[src/rtl/spv_pkg.sv]
package spv_pkg;
    typedef enum logic {
        WALK_IDLE = 1'b0,
        WALK_BUSY = 1'b1
    } walk_e;
endpackage

[src/rtl/spv_win_counter.sv]
module spv_win_counter #(
    parameter int WIN_W = 4
) (
    input  logic             clk,
    input  logic             rst_n,
    input  logic             clear_i,
    input  logic             win_end_i,
    output logic [WIN_W-1:0] nwin_o,
    output logic             close_o
);
    localparam logic [WIN_W-1:0] NWIN_MAX = '1;

    typedef struct packed {
        logic [WIN_W-1:0] nwin;
    } wc_state_t;

    wc_state_t st_d, st_q;

    always_comb begin
        st_d = st_q;
        if (clear_i) begin
            st_d.nwin = '0;
        end else if (win_end_i && (st_q.nwin != NWIN_MAX)) begin
            st_d.nwin = st_q.nwin + 1'b1;
        end
    end

    always_ff @(posedge clk or negedge rst_n) begin
        if (!rst_n) st_q <= '0;
        else        st_q <= st_d;
    end

    assign nwin_o  = st_q.nwin;
    assign close_o = win_end_i && (st_q.nwin != NWIN_MAX);

    // once saturated, the window count holds until cleared
    assert_nwin_hold_R3: assert property (@(posedge clk) disable iff (!rst_n)
        (st_q.nwin == NWIN_MAX && !clear_i) |=> (st_q.nwin == NWIN_MAX));
endmodule

[src/rtl/spv_neuron_stats.sv]
module spv_neuron_stats #(
    parameter int CNT_W = 5,
    parameter int WIN_W = 4,
    localparam int SUM_W = CNT_W + WIN_W,
    localparam int SQ_W  = 2 * CNT_W + WIN_W
) (
    input  logic             clk,
    input  logic             rst_n,
    input  logic             clear_i,
    input  logic             spike_i,
    input  logic             win_end_i,
    input  logic             close_i,
    output logic [SUM_W-1:0] sum_o,
    output logic [SQ_W-1:0]  sq_o
);
    localparam logic [CNT_W-1:0] CNT_MAX = '1;
    localparam int PROD_W = 2 * CNT_W;

    typedef struct packed {
        logic [CNT_W-1:0] cnt;
        logic [SUM_W-1:0] sum;
        logic [SQ_W-1:0]  sq;
    } ns_state_t;

    ns_state_t st_d, st_q;
    logic [CNT_W-1:0]  closed;
    logic [PROD_W-1:0] closed_sq;

    always_comb begin
        closed    = (st_q.cnt == CNT_MAX) ? st_q.cnt : st_q.cnt + CNT_W'(spike_i);
        closed_sq = PROD_W'(closed) * PROD_W'(closed);
        st_d      = st_q;
        if (clear_i) begin
            st_d = '0;
        end else if (win_end_i) begin
            st_d.cnt = '0;
            if (close_i) begin
                st_d.sum = st_q.sum + SUM_W'(closed);
                st_d.sq  = st_q.sq + SQ_W'(closed_sq);
            end
        end else begin
            st_d.cnt = closed;
        end
    end

    always_ff @(posedge clk or negedge rst_n) begin
        if (!rst_n) st_q <= '0;
        else        st_q <= st_d;
    end

    assign sum_o = st_q.sum;
    assign sq_o  = st_q.sq;

    // a window end always restarts the per-window count
    assert_count_restart_R2: assert property (@(posedge clk) disable iff (!rst_n)
        (win_end_i && !clear_i) |=> (st_q.cnt == '0));
endmodule

[src/rtl/spv_var_judge.sv]
module spv_var_judge #(
    parameter int CNT_W = 5,
    parameter int WIN_W = 4,
    parameter int THR_W = 8,
    localparam int SUM_W = CNT_W + WIN_W,
    localparam int SQ_W  = 2 * CNT_W + WIN_W
) (
    input  logic [WIN_W-1:0] nwin_i,
    input  logic [SUM_W-1:0] sum_i,
    input  logic [SQ_W-1:0]  sq_i,
    input  logic [THR_W-1:0] thresh_i,
    output logic             prune_o
);
    localparam int CMP_W = THR_W + 2 * WIN_W + 2 * CNT_W + 2;

    logic [CMP_W-1:0] n_ext, lhs, rsq, spread, limit;

    always_comb begin
        n_ext  = CMP_W'(nwin_i);
        lhs    = n_ext * CMP_W'(sq_i);
        rsq    = CMP_W'(sum_i) * CMP_W'(sum_i);
        spread = lhs - rsq;
        limit  = CMP_W'(thresh_i) * n_ext * n_ext;
        prune_o = (spread < limit);
    end
endmodule

[src/rtl/spike_var_pruner.sv]
module spike_var_pruner
    import spv_pkg::*;
#(
    parameter int N_NEUR = 8,
    parameter int CNT_W  = 5,
    parameter int WIN_W  = 4,
    parameter int THR_W  = 8
) (
    input  logic              clk,
    input  logic              rst_n,
    input  logic [N_NEUR-1:0] spike_i,
    input  logic              win_end_i,
    input  logic              eval_i,
    input  logic              clear_i,
    input  logic [THR_W-1:0]  thresh_i,
    output logic [N_NEUR-1:0] enable_o,
    output logic              done_o
);
    localparam int SUM_W = CNT_W + WIN_W;
    localparam int SQ_W  = 2 * CNT_W + WIN_W;
    localparam int IDX_W = (N_NEUR > 1) ? $clog2(N_NEUR) : 1;
    localparam logic [IDX_W-1:0] IDX_LAST = IDX_W'(N_NEUR - 1);

    typedef struct packed {
        walk_e             walk;
        logic [IDX_W-1:0]  idx;
        logic [N_NEUR-1:0] mask;
        logic              done;
    } top_state_t;

    localparam top_state_t RESET_ST = '{walk: WALK_IDLE, idx: '0, mask: '1, done: 1'b0};

    top_state_t st_d, st_q;

    logic [WIN_W-1:0]              nwin_w;
    logic                          close_w;
    logic [N_NEUR-1:0][SUM_W-1:0]  sum_all;
    logic [N_NEUR-1:0][SQ_W-1:0]   sq_all;
    logic [SUM_W-1:0]              sum_sel;
    logic [SQ_W-1:0]               sq_sel;
    logic                          prune_w;

    spv_win_counter #(.WIN_W(WIN_W)) u_wincnt (
        .clk       (clk),
        .rst_n     (rst_n),
        .clear_i   (clear_i),
        .win_end_i (win_end_i),
        .nwin_o    (nwin_w),
        .close_o   (close_w)
    );

    for (genvar g = 0; g < N_NEUR; g++) begin : g_cell
        spv_neuron_stats #(.CNT_W(CNT_W), .WIN_W(WIN_W)) u_stats (
            .clk       (clk),
            .rst_n     (rst_n),
            .clear_i   (clear_i),
            .spike_i   (spike_i[g]),
            .win_end_i (win_end_i),
            .close_i   (close_w),
            .sum_o     (sum_all[g]),
            .sq_o      (sq_all[g])
        );
    end

    assign sum_sel = sum_all[st_q.idx];
    assign sq_sel  = sq_all[st_q.idx];

    spv_var_judge #(.CNT_W(CNT_W), .WIN_W(WIN_W), .THR_W(THR_W)) u_judge (
        .nwin_i   (nwin_w),
        .sum_i    (sum_sel),
        .sq_i     (sq_sel),
        .thresh_i (thresh_i),
        .prune_o  (prune_w)
    );

    always_comb begin
        st_d      = st_q;
        st_d.done = 1'b0;
        if (clear_i) begin
            st_d = RESET_ST;
        end else if (st_q.walk == WALK_BUSY) begin
            if (prune_w) st_d.mask[st_q.idx] = 1'b0;
            if (st_q.idx == IDX_LAST) begin
                st_d.walk = WALK_IDLE;
                st_d.idx  = '0;
                st_d.done = 1'b1;
            end else begin
                st_d.idx = st_q.idx + 1'b1;
            end
        end else if (eval_i) begin
            st_d.walk = WALK_BUSY;
            st_d.idx  = '0;
        end
    end

    always_ff @(posedge clk or negedge rst_n) begin
        if (!rst_n) st_q <= RESET_ST;
        else        st_q <= st_d;
    end

    assign enable_o = st_q.mask;
    assign done_o   = st_q.done;

    // without clear, no bit of the mask can rise
    assert_mask_no_rise_R6: assert property (@(posedge clk) disable iff (!rst_n)
        !clear_i |=> ((st_q.mask & ~$past(st_q.mask)) == '0));
    // at most one mask bit changes per cycle
    assert_one_bit_step_R6: assert property (@(posedge clk) disable iff (!rst_n)
        !clear_i |=> ($countones(st_q.mask ^ $past(st_q.mask)) <= 1));
    // idle mask is frozen
    assert_idle_mask_stable_R6: assert property (@(posedge clk) disable iff (!rst_n)
        (st_q.walk == WALK_IDLE && !clear_i) |=> $stable(st_q.mask));
    // done is a single-cycle pulse
    assert_done_single_R7: assert property (@(posedge clk) disable iff (!rst_n)
        st_q.done |=> !st_q.done);
    // the statistics of the judged neuron give a non-negative spread
    assert_spread_nonneg_R4: assert property (@(posedge clk) disable iff (!rst_n)
        (st_q.walk == WALK_BUSY) |->
            (64'(nwin_w) * 64'(sq_sel) >= 64'(sum_sel) * 64'(sum_sel)));
endmodule

[config.mk]
export PLATFORM = sky130hd
export DESIGN_NAME = spike_var_pruner
export DESIGN_NICKNAME = d
export VERILOG_FILES = /design/src/rtl/spv_pkg.sv /design/src/rtl/spv_win_counter.sv /design/src/rtl/spv_neuron_stats.sv /design/src/rtl/spv_var_judge.sv /design/src/rtl/spike_var_pruner.sv
export SDC_FILE = /design/constraint.sdc
export NUM_CORES = 1
export LEC_CHECK = 0
export ABC_AREA = 1
export BUFFER_PORTS_ARGS = -buffer_cell sky130_fd_sc_hd__buf_4
export CAP_MARGIN = 30
export CORE_ASPECT_RATIO = 0.9
export CORE_MARGIN = 4
export CORE_UTILIZATION = 46
export CTS_BUF_LIST = sky130_fd_sc_hd__clkbuf_8
export DETAILED_ROUTE_END_ITERATION = 16
export HOLD_SLACK_MARGIN = 0.06
export PLACE_DENSITY = 0.62
export SLEW_MARGIN = 20
export SYNTH_ARGS = -nofsm -noshare
export SYNTH_HDL_FRONTEND = slang
export SYNTH_SLANG_ARGS = --single-unit
[constraint.sdc]
create_clock -name clk -period 8.5 [get_ports clk]
set_clock_uncertainty 0.15 [all_clocks]
set_input_delay 0.85 -clock clk [delete_from_list [all_inputs] [get_ports clk]]
set_output_delay 0.85 -clock clk [all_outputs]
set_load 0.05 [all_outputs]
**Word level (Yosys, flattened, before mapping)**

Cells that the tools add are included.

- Register bits: 241
- Bits of input ports: 21
- Output and inout bits: 9
- Logic and storage cells: 148

- Add/sub/neg operators: 27
- $mul: 12
- Magnitude comparators: 3
- Equal/unequal tests: 10
- Multiplexer cells: 56
- Bitwise operators: 2
- Reductions and logical operators: 9

Operator list:

| operator | count |
|---|---|
| $mux W23 | 16 |
| $mux W28 | 8 |
| $add A14 B10 Y14 | 8 |
| $mul A5 B5 Y10 | 8 |
| $mux W5 | 16 |
| $add A9 B5 Y9 | 8 |
| $bmux W14 S3 | 1 |
| $add A5 B1 Y5 | 8 |
| $eq A5 B5 Y1 const B | 8 |
| $lt A28 B16 Y1 | 1 |
| $bmux W9 S3 | 1 |
| $sub A18 B18 Y19 | 1 |
| $mul A4 B14 Y18 | 1 |
| $mul A9 B9 Y18 | 1 |
| $mux W9 | 2 |
| $mul A12 B4 Y16 | 1 |
| $mux W4 | 4 |
| $mux W14 | 1 |
| $mux W13 | 1 |
| $mul A8 B4 Y12 | 1 |
| $and A8 B8 Y8 | 1 |
| $mux W8 | 1 |
| $not A8 Y8 | 1 |
| $reduce_bool A2 Y1 | 4 |
| 12 further kinds | 16 |

**Logic depth before layout (Yosys ltp)**

Gate-level depths: netlist of run 1.

- Depth after elaboration: 9
- Depth in mapped cells: 38
- Depth with buffers taken out: 36

**By module**

Synthesis of run 1 repeated with hierarchy kept, for this count alone.

- Cells, all modules: 4280
- Area, all modules: 30618.1 um^2

Modules (own cells, without submodules):

| module | instances | cells an instance | area an instance (um^2) | seq. area each (um^2) |
|---|---|---|---|---|
| spv_neuron_stats (g_cell[0].u_stats ...) | 6 | 335 | 2585.0 | 700.7 |
| spv_var_judge | 1 | 995 | 7055.5 | 0.0 |
| spv_neuron_stats (g_cell[6].u_stats ...) | 2 | 332 | 2596.2 | 700.7 |
| spike_var_pruner | 1 | 582 | 2636.3 | 335.3 |
| spv_win_counter | 1 | 29 | 224.0 | 100.1 |

**Worst setup path before layout of run 1**

Ideal clock, no wire load.

- Path type: reg-to-reg
- From: register st_q[11] (netlist bit)
- To: register st_q, in the netlist enable_o[3]
- Library setup time: 0.061 ns
- Arrival: 6.673 ns
- Data required time: 8.289 ns
- Path slack: 1.616 ns
- Stages on the path, launching flop included: 36
- Buffers on the path: 2
- Period minus slack after synthesis: 6.884 ns
- Cell sequence: dfrtp_1 buf_4 nand3_1 buf_2 o22ai_1 a221oi_1 nand2_4 nand2_1 inv_1 fa_1 inv_1 fa_1 inv_1 fa_1 inv_1 fa_1 inv_1 fa_1 inv_1 ha_1 nand2_1 inv_1 a21oi_1 nand2_1 a21oi_1 xnor2_1 ha_1 a21oi_1 o21ai_0 nor2_1 nand2_1 a21oi_1 nand4_2 nand2_2 nand2_1 nand2_1

- Cells in the longest elaborated chain, start to end: 9
- Elaborated cells between the ends (all ways): 20
- Classes of those cells: add/sub (1); mul (2); order compare (3); mux (9); bitwise (2); reduce/logical (3)

Ends and longest elaborated chain:

| element | line | source |
|---|---|---|
| from (decl) | spike_var_pruner.sv:33 | `top_state_t st_d, st_q;` |
| from (signal assigned) | spike_var_pruner.sv:98 | `else st_q <= st_d;` |
| parallel branches: the longest is 9 deep, another holds $lt A28 B16 Y1 | -- |  |

Several ways; the timed one is not identified. The select of a mux whose other input is x is not followed.
A chain may end at the register's enable or synchronous reset.

**Final worst setup path of run 1**

- From: register st_q[11] (netlist bit)
- To: register st_q, in the netlist enable_o[2]

Same word-level chain as after synthesis.

==> results of run 1 <==
==> registers in the layout, indices dropped and copies added, names as in the netlist <==
register / cells
done_o: 1
g_cell.u_stats.sum_o: 72
st_q: 4
enable_o: 8
g_cell.u_stats.st_q: 40
g_cell.u_stats.sq_o: 112
u_wincnt.nwin_o: 4
==> power groups by stage <==
stage / combinational (W) / sequential [W] / clock [W]
after CTS: 0.000560 / 0.00122 / 0.00113
after floorplan: 0.000410 / 0.00122 / 0
final: 0.000557 / 0.00123 / 0.00110
after global placement: 0.000550 / 0.00124 / 0
after global routing: 0.000635 / 0.00123 / 0.00118
after detailed placement: 0.000556 / 0.00124 / 0
==> through the flow <==
| stage | area (um^2) | std cells |
|---|---|---|
| floorplan | 26800 | 3397 |
| global route | 28500 | 4200 |
| detailed placement | 27700 | 4124 |
| CTS | 28500 | 4200 |
| global placement | 27700 | 4124 |
| finish | 28500 | 4200 |
==> critical path: cells and delay by family (launching register included) <==
kind	cells	cell delay (ps)
buf+inv	9	690
xor+xnor	1	150
compound gates	7	1090
flops	1	540
simple gates	11	1910
fa+ha+maj	7	3290
==> layer usage <==
| metal | vias up | routed length [um] | track usage (%) |
|---|---|---|---|
| met3 | 97 | 5300 | 3.76 |
| met2 | 600 | 30200 | 34.9 |
| met1 | 10500 | 35400 | 36.3 |
| li1 | 10900 | - | - |
| met5 | - | 0 | 0 |
| met4 | 0 | 1500 | 4.85 |
==> cell usage after synthesis, types with 19 or more instances <==
master / n
sky130_fd_sc_hd__inv_1: 670
sky130_fd_sc_hd__nand2_1: 597
sky130_fd_sc_hd__nor2_1: 333
sky130_fd_sc_hd__ha_1: 329
sky130_fd_sc_hd__dfrtp_1: 233
sky130_fd_sc_hd__fa_1: 221
sky130_fd_sc_hd__a21oi_1: 191
sky130_fd_sc_hd__o21ai_0: 149
sky130_fd_sc_hd__nand3_1: 118
sky130_fd_sc_hd__o22ai_1: 92
sky130_fd_sc_hd__xor2_1: 75
sky130_fd_sc_hd__clkbuf_1: 32
sky130_fd_sc_hd__buf_2: 31
sky130_fd_sc_hd__xnor2_1: 26
sky130_fd_sc_hd__nand4_1: 25
sky130_fd_sc_hd__o21bai_1: 23
sky130_fd_sc_hd__inv_2: 22
sky130_fd_sc_hd__a22o_1: 19
==> how the worst max path moves through the flow <==
stage,endpoint,start,depth (start not counted)
finish,enable_o[2],st_q[11],35
floorplan,enable_o[3],st_q[11],35
CTS,enable_o[2],st_q[11],36
global route,enable_o[3],st_q[11],36
global placement,enable_o[0],st_q[9],35
detailed placement,enable_o[2],st_q[11],36
==> cells by family after synthesis <==
logic type | Yosys count | share of synthesized area (%)
AOI/OAI and AO/OA | 574 | 13.0
adders and majority gates | 550 | 31.9
buffers and inverters | 783 | 11.4
xor gates and xnor gates | 101 | 3.30
DFF | 241 | 22.6
and+or+nand+nor | 1148 | 17.8
==> placed cells by master (no fill, tap or decap), types with 6 or more instances in the layout <==
master,n
sky130_fd_sc_hd__inv_2,23
sky130_fd_sc_hd__o31ai_1,17
sky130_fd_sc_hd__o21bai_1,23
sky130_fd_sc_hd__a21o_1,10
sky130_fd_sc_hd__or2_2,14
sky130_fd_sc_hd__a221oi_2,10
sky130_fd_sc_hd__nor3_1,16
sky130_fd_sc_hd__xor2_1,75
sky130_fd_sc_hd__o22ai_1,92
sky130_fd_sc_hd__buf_4,46
sky130_fd_sc_hd__a21oi_1,191
sky130_fd_sc_hd__a31oi_1,16
sky130_fd_sc_hd__nand4_1,25
sky130_fd_sc_hd__fa_1,221
sky130_fd_sc_hd__clkbuf_8,55
sky130_fd_sc_hd__and3_1,6
sky130_fd_sc_hd__ha_1,329
sky130_fd_sc_hd__o2111ai_1,8
sky130_fd_sc_hd__o21ai_0,149
sky130_fd_sc_hd__inv_1,686
sky130_fd_sc_hd__dfrtp_1,233
sky130_fd_sc_hd__nand2_2,12
sky130_fd_sc_hd__dfstp_2,8
sky130_fd_sc_hd__nand3_1,118
sky130_fd_sc_hd__a22o_1,19
sky130_fd_sc_hd__nor2_1,332
sky130_fd_sc_hd__nand3b_1,6
sky130_fd_sc_hd__xnor2_1,26
sky130_fd_sc_hd__a221oi_1,16
sky130_fd_sc_hd__nand2_1,597
==> layout make-up <==
| type | instances | share of cell area (%) |
|---|---|---|
| Multi-Input combinational cell | 2373 | 62.0 |
| Sequential cell | 241 | 21.2 |
| Inverter | 697 | 9.19 |
| Tap cell | 765 | 3.35 |
| Clock buffer | 55 | 2.65 |
| Timing Repair Buffer | 48 | 1.33 |
| Clock inverter | 21 | 0.302 |
==> results.yml, run 1 <==
critical_path:
  critical_path.startpoint_type: "register"
  timing.critical_path.fanout_max: 12
  setup_slack_on_the_worst_flop_to_flop_path_ps: 610
  cells_on_worst_reg2reg_path: 35
  worst-setup-path-type: "reg -> reg"
  r2r-start: "st_q[11]"
  timing.rr.end: "enable_o[2]"
  crit_required_ps: 8890
  cp_slowest_cell: "sky130_fd_sc_hd__dfrtp_1"
  critPathMaxStageDelay_ps: 540
  timing.critical_path.arrival_ps: 8280
  cpMostUsedCell: "sky130_fd_sc_hd__inv_1"
  timing.critical_path.to_type: "register"
clock_tree:
  post_cts_setup_driven_buffer_insertion_count: 0
  clock_tree.buffer_depth: 3
  post_cts_hold_buffer_count: 0
  cts_inserted_buffers: 45
  clock_tree_from_tritoncts: "built"
  cts.repair.resized: 0
  root_buffer: "sky130_fd_sc_hd__clkbuf_8"
  clock_latency_late_sink_ps: 610
  clk_pin_slew_ps: 60
  numClockSinks: 241
  cts_max_level: 2
synthesis:
  yosysWarnings: 0
  post_synth_num_cell_types: 55
  netlist_area_mm2: 0.0268
  post_synth.cell_area_avg_um2: 7.88
  synth_seq_area_share_pct: 22.6
  seq_cells_post_synth: 241
  synth_async_sr_flop_share_pct: 100
  netlist.top_cell.by_area: "sky130_fd_sc_hd__dfrtp_1"
  area_fraction_of_the_dominant_cell_type_after_synthesis_pct: 21.8
  syn_nets: 3968
  most_instantiated_flip_flop_cell_in_the_synthesis_netlist: "sky130_fd_sc_hd__dfrtp_1"
  synthesis.instances: 3397
  number_of_enable_flip_flop_cells_after_synthesis: 0
  synth_top_cells_by_area: "sky130_fd_sc_hd__dfrtp_1 22%, sky130_fd_sc_hd__fa_1 17%, sky130_fd_sc_hd__ha_1 15%"
grt:
  grt_max_degree: 137
  grt_pass1_wl_um: 118000
  globalRouteTotalUtil_pct: 23.5
  initial_antenna_violation_count: 0
  grt_overflow_total: 0
  first_global_vias: 21400
route:
  detail_route.wl_per_cell_um: 17.3
  dr_total_vias: 22100
  drt-vias-per-instance: 5.27
  wirelength_um: 72500
  drt_iter0_drc: 1906
  remaining_drc_errors: 0
  dr.pass1.iters: 6
  ant_nets: 0
timing:
  number_of_setup_violations_in_the_final_report: 0
  timing_worst_slew_pin_value_ps: 914
  fin_hold_ws_ps: 101
  tns_ps: 0
  timing.final.max_slew_violations: 0
  fmax_mhz: 127
  fin_crit_ps: 7890
  rsz0062_at_grt: "false"
  max-slew-margin-rel_pct: 39.1
  hold_viol: 0
  final.period_utilization_pct: 92.8
  postLayoutSetupSlackWorst_ps: 612
final_layout:
  final_core_utilization_pct: 49.8
  fin_nets: 3977
  multi_input_comb_area_mm2: 0.0177
  sequential_standard_cell_area_mm2: 0.00604
  n_antenna_cell: 0
  syn2layout_area_growth_pct: 6.59
  filler_cell_count: 5666
  layout-drive-gt1-share_pct: 5.65
place:
  place.gp.congestion: 0.957
  io_buffer_count: 29
  dp_slack_ps: 719
  place.detailed.hpwl_um: 57400
die:
  die_width_um: 262
  row_count: 83
  pin_count: 30
  floorplan.initialDensity_pct: 46.7
  core_area_mm2: 0.0573
  design.die.area_mm2: 0.0621
  die_h_um: 237
hold_path:
  worstHoldPathType: "in -> async"
power_and_ir_drop:
  p_leak_nw: 14.8
  internal_power_w: 0.00195
  largest_vdd_supply_drop_v: 0.000123
  seq_power_share_pct: 42.5
  totalPowerFinal_w: 0.00288
  powerDensity_mw_per_mm2: 101
  clock_power_share_pct: 38.2
  combPwrFrac_pct: 19.3
  sw_frac_of_total_pct: 32.4
  netSwitchingPower_w: 0.000935
flow_run:
  drv.max_cap_violation_count: 0
status:
  status: "complete, no violations"
Power figures use the tool's default switching activity.
==> run 2, diff against run 1 <==
Settings changed: ABC_AREA 1 to not set.
==> results.yml, run 2 <==
status:
  status: "complete, no violations"
die:
  core_area_mm2: 0.0574
  floorplan.initialDensity_pct: 46.8
  pin_count: 30
  die_h_um: 237
  die_width_um: 263
  row_count: 83
  design.die.area_mm2: 0.0623
clock_tree:
  root_buffer: "sky130_fd_sc_hd__clkbuf_8"
  clk_pin_slew_ps: 60
  numClockSinks: 241
  cts_max_level: 2
  cts_inserted_buffers: 47
  clock_tree.buffer_depth: 3
  post_cts_hold_buffer_count: 0
  clock_tree_from_tritoncts: "built"
  clock_latency_late_sink_ps: 620
grt:
  first_global_vias: 21500
  grt_overflow_total: 0
  initial_antenna_violation_count: 0
  globalRouteTotalUtil_pct: 23.5
  grt_max_degree: 134
  grt_pass1_wl_um: 119000
route:
  drt-vias-per-instance: 5.47
  ant_nets: 0
  dr_total_vias: 21400
  dr.pass1.iters: 5
  remaining_drc_errors: 0
  detail_route.wl_per_cell_um: 18.6
  wirelength_um: 73000
  drt_iter0_drc: 1382
critical_path:
  cp_top_family: "adder cells"
  critical_path.startpoint_type: "register"
  cp_slowest_cell: "sky130_fd_sc_hd__fa_1"
  timing.critical_path.fanout_max: 31
  timing.critical_path.arrival_ps: 8420
  timing.rr.end: "enable_o[7]"
  cells_on_worst_reg2reg_path: 31
  setup_slack_on_the_worst_flop_to_flop_path_ps: 460
  worst-setup-path-type: "reg -> reg"
  crit_required_ps: 8880
  r2r-start: "st_q[11]"
  crit_buf_inv: 8
  critPathMaxStageDelay_ps: 610
  timing.critical_path.to_type: "register"
  cp.depth: 31
synthesis:
  netlist_top_cells_count: "439 x sky130_fd_sc_hd__inv_1, 355 x sky130_fd_sc_hd__nor2_1, 329 x sky130_fd_sc_hd__ha_1"
  netlist.top_cell.by_area: "sky130_fd_sc_hd__dfrtp_1"
  area_fraction_of_the_dominant_cell_type_after_synthesis_pct: 21.7
  number_of_enable_flip_flop_cells_after_synthesis: 0
  synth_seq_area_share_pct: 22.5
  netlist_area_mm2: 0.0269
  syn_nets: 3683
  most_instantiated_flip_flop_cell_in_the_synthesis_netlist: "sky130_fd_sc_hd__dfrtp_1"
  post_synth.cell_area_avg_um2: 8.63
  yosysWarnings: 0
  synth_async_sr_flop_share_pct: 100
  synth_top_cells_by_area: "sky130_fd_sc_hd__dfrtp_1 22%, sky130_fd_sc_hd__fa_1 16%, sky130_fd_sc_hd__ha_1 15%"
  synth_most_common_cell: "sky130_fd_sc_hd__inv_1"
  post_synth_num_cell_types: 76
  synthesis.instances: 3112
  seq_cells_post_synth: 241
hold_path:
  worstHoldPathType: "in -> async"
power_and_ir_drop:
  powerDensity_mw_per_mm2: 103
  largest_vdd_supply_drop_v: 0.0000968
  totalPowerFinal_w: 0.00297
  p_leak_nw: 14.4
timing:
  number_of_setup_violations_in_the_final_report: 0
  fin_crit_ps: 8040
  rsz0062_at_grt: "false"
  hold_viol: 0
  tns_ps: 0
  max-slew-margin-rel_pct: 38.4
  fmax_mhz: 124
  final.period_utilization_pct: 94.6
  timing.final.max_slew_violations: 0
  timing_worst_slew_pin_value_ps: 924
place:
  dpl.cell_count: 3832
  postPlaceCellArea_mm2: 0.0279
  place.detailed.hpwl_um: 57500
  place.gp.congestion: 0.933
  io_buffer_count: 29
final_layout:
  fin_nets: 3689
  layout.cells.non_filler: 3919
  mostFrequentLayoutCell: "sky130_fd_sc_hd__inv_1"
  mostFrequentLayoutCells: "461 x sky130_fd_sc_hd__inv_1, 355 x sky130_fd_sc_hd__nor2_1, 329 x sky130_fd_sc_hd__ha_1, 295 x sky130_fd_sc_hd__nand2_1, 230 x sky130_fd_sc_hd__dfrtp_1"
  filler_cell_count: 5433
  syn2layout_area_growth_pct: 7.32
  n_antenna_cell: 0
  flip_flop_count_of_the_largest_register_after_layout: 112
  layout-drive-gt1-share_pct: 6.79
  finish.instance_area_mm2: 0.0288
  final_core_utilization_pct: 50.2
flow_run:
  drv.max_cap_violation_count: 0
run 2: where the power goes:
group | switching (W) | internal, W
sequential | 0.0000359 | 0.00117
clock | 0.000537 | 0.000626
combinational | 0.000378 | 0.000225
run 2: worst max path at each step:
stage	start	endpoint
final	st_q[11]	enable_o[7]
after CTS	st_q[10]	enable_o[6]
after detailed placement	st_q[10]	enable_o[6]
after global routing	st_q[11]	enable_o[7]
after global placement	st_q[10]	enable_o[7]
after floorplan	st_q[9]	enable_o[7]
run 2: per-stage QoR:
| step | hold WS [ps] | setup slack, ps |
|---|---|---|
| finish | 157 | 458 |
| global route | 213 | 20.0 |
| CTS | 174 | 277 |
| detailed placement | 355 | 260 |
| global placement | 350 | 488 |
| floorplan | 317 | 1130 |
run 2: final cells by class:
cell class	count	area, um^2	area share [%]
clock buffer	56	771	2.67
inverter	441	1660	5.75
multi-input combinational	2319	18700	64.8
tap	765	957	3.32
timing repair buffer	68	558	1.94
sequential	241	6040	21.0
clock inverter	29	149	0.516
run 2: cell families after synthesis:
kind of cell / share of synthesized area [%]
simple gates: 17.3
compound gates: 12.8
buf+inv: 7.99
fa+ha+maj: 31.8
flops: 22.5
xor+xnor: 3.94
mux: 3.67
run 2: repair_timing:
action / 4_1_cts / 5_1_grt
buffers inserted: 0 / 1
gates resized for setup: 0 / 3
setup endpoints to repair: 0 / 8
run 2: metal layers:
layer,GRT usage (%),wire length [um],up-vias
li1,-,-,10300
met4,5.68,1800,0
met2,39.3,34300,393
met5,0,0,-
met1,33.1,34300,10600
met3,2.39,2620,101
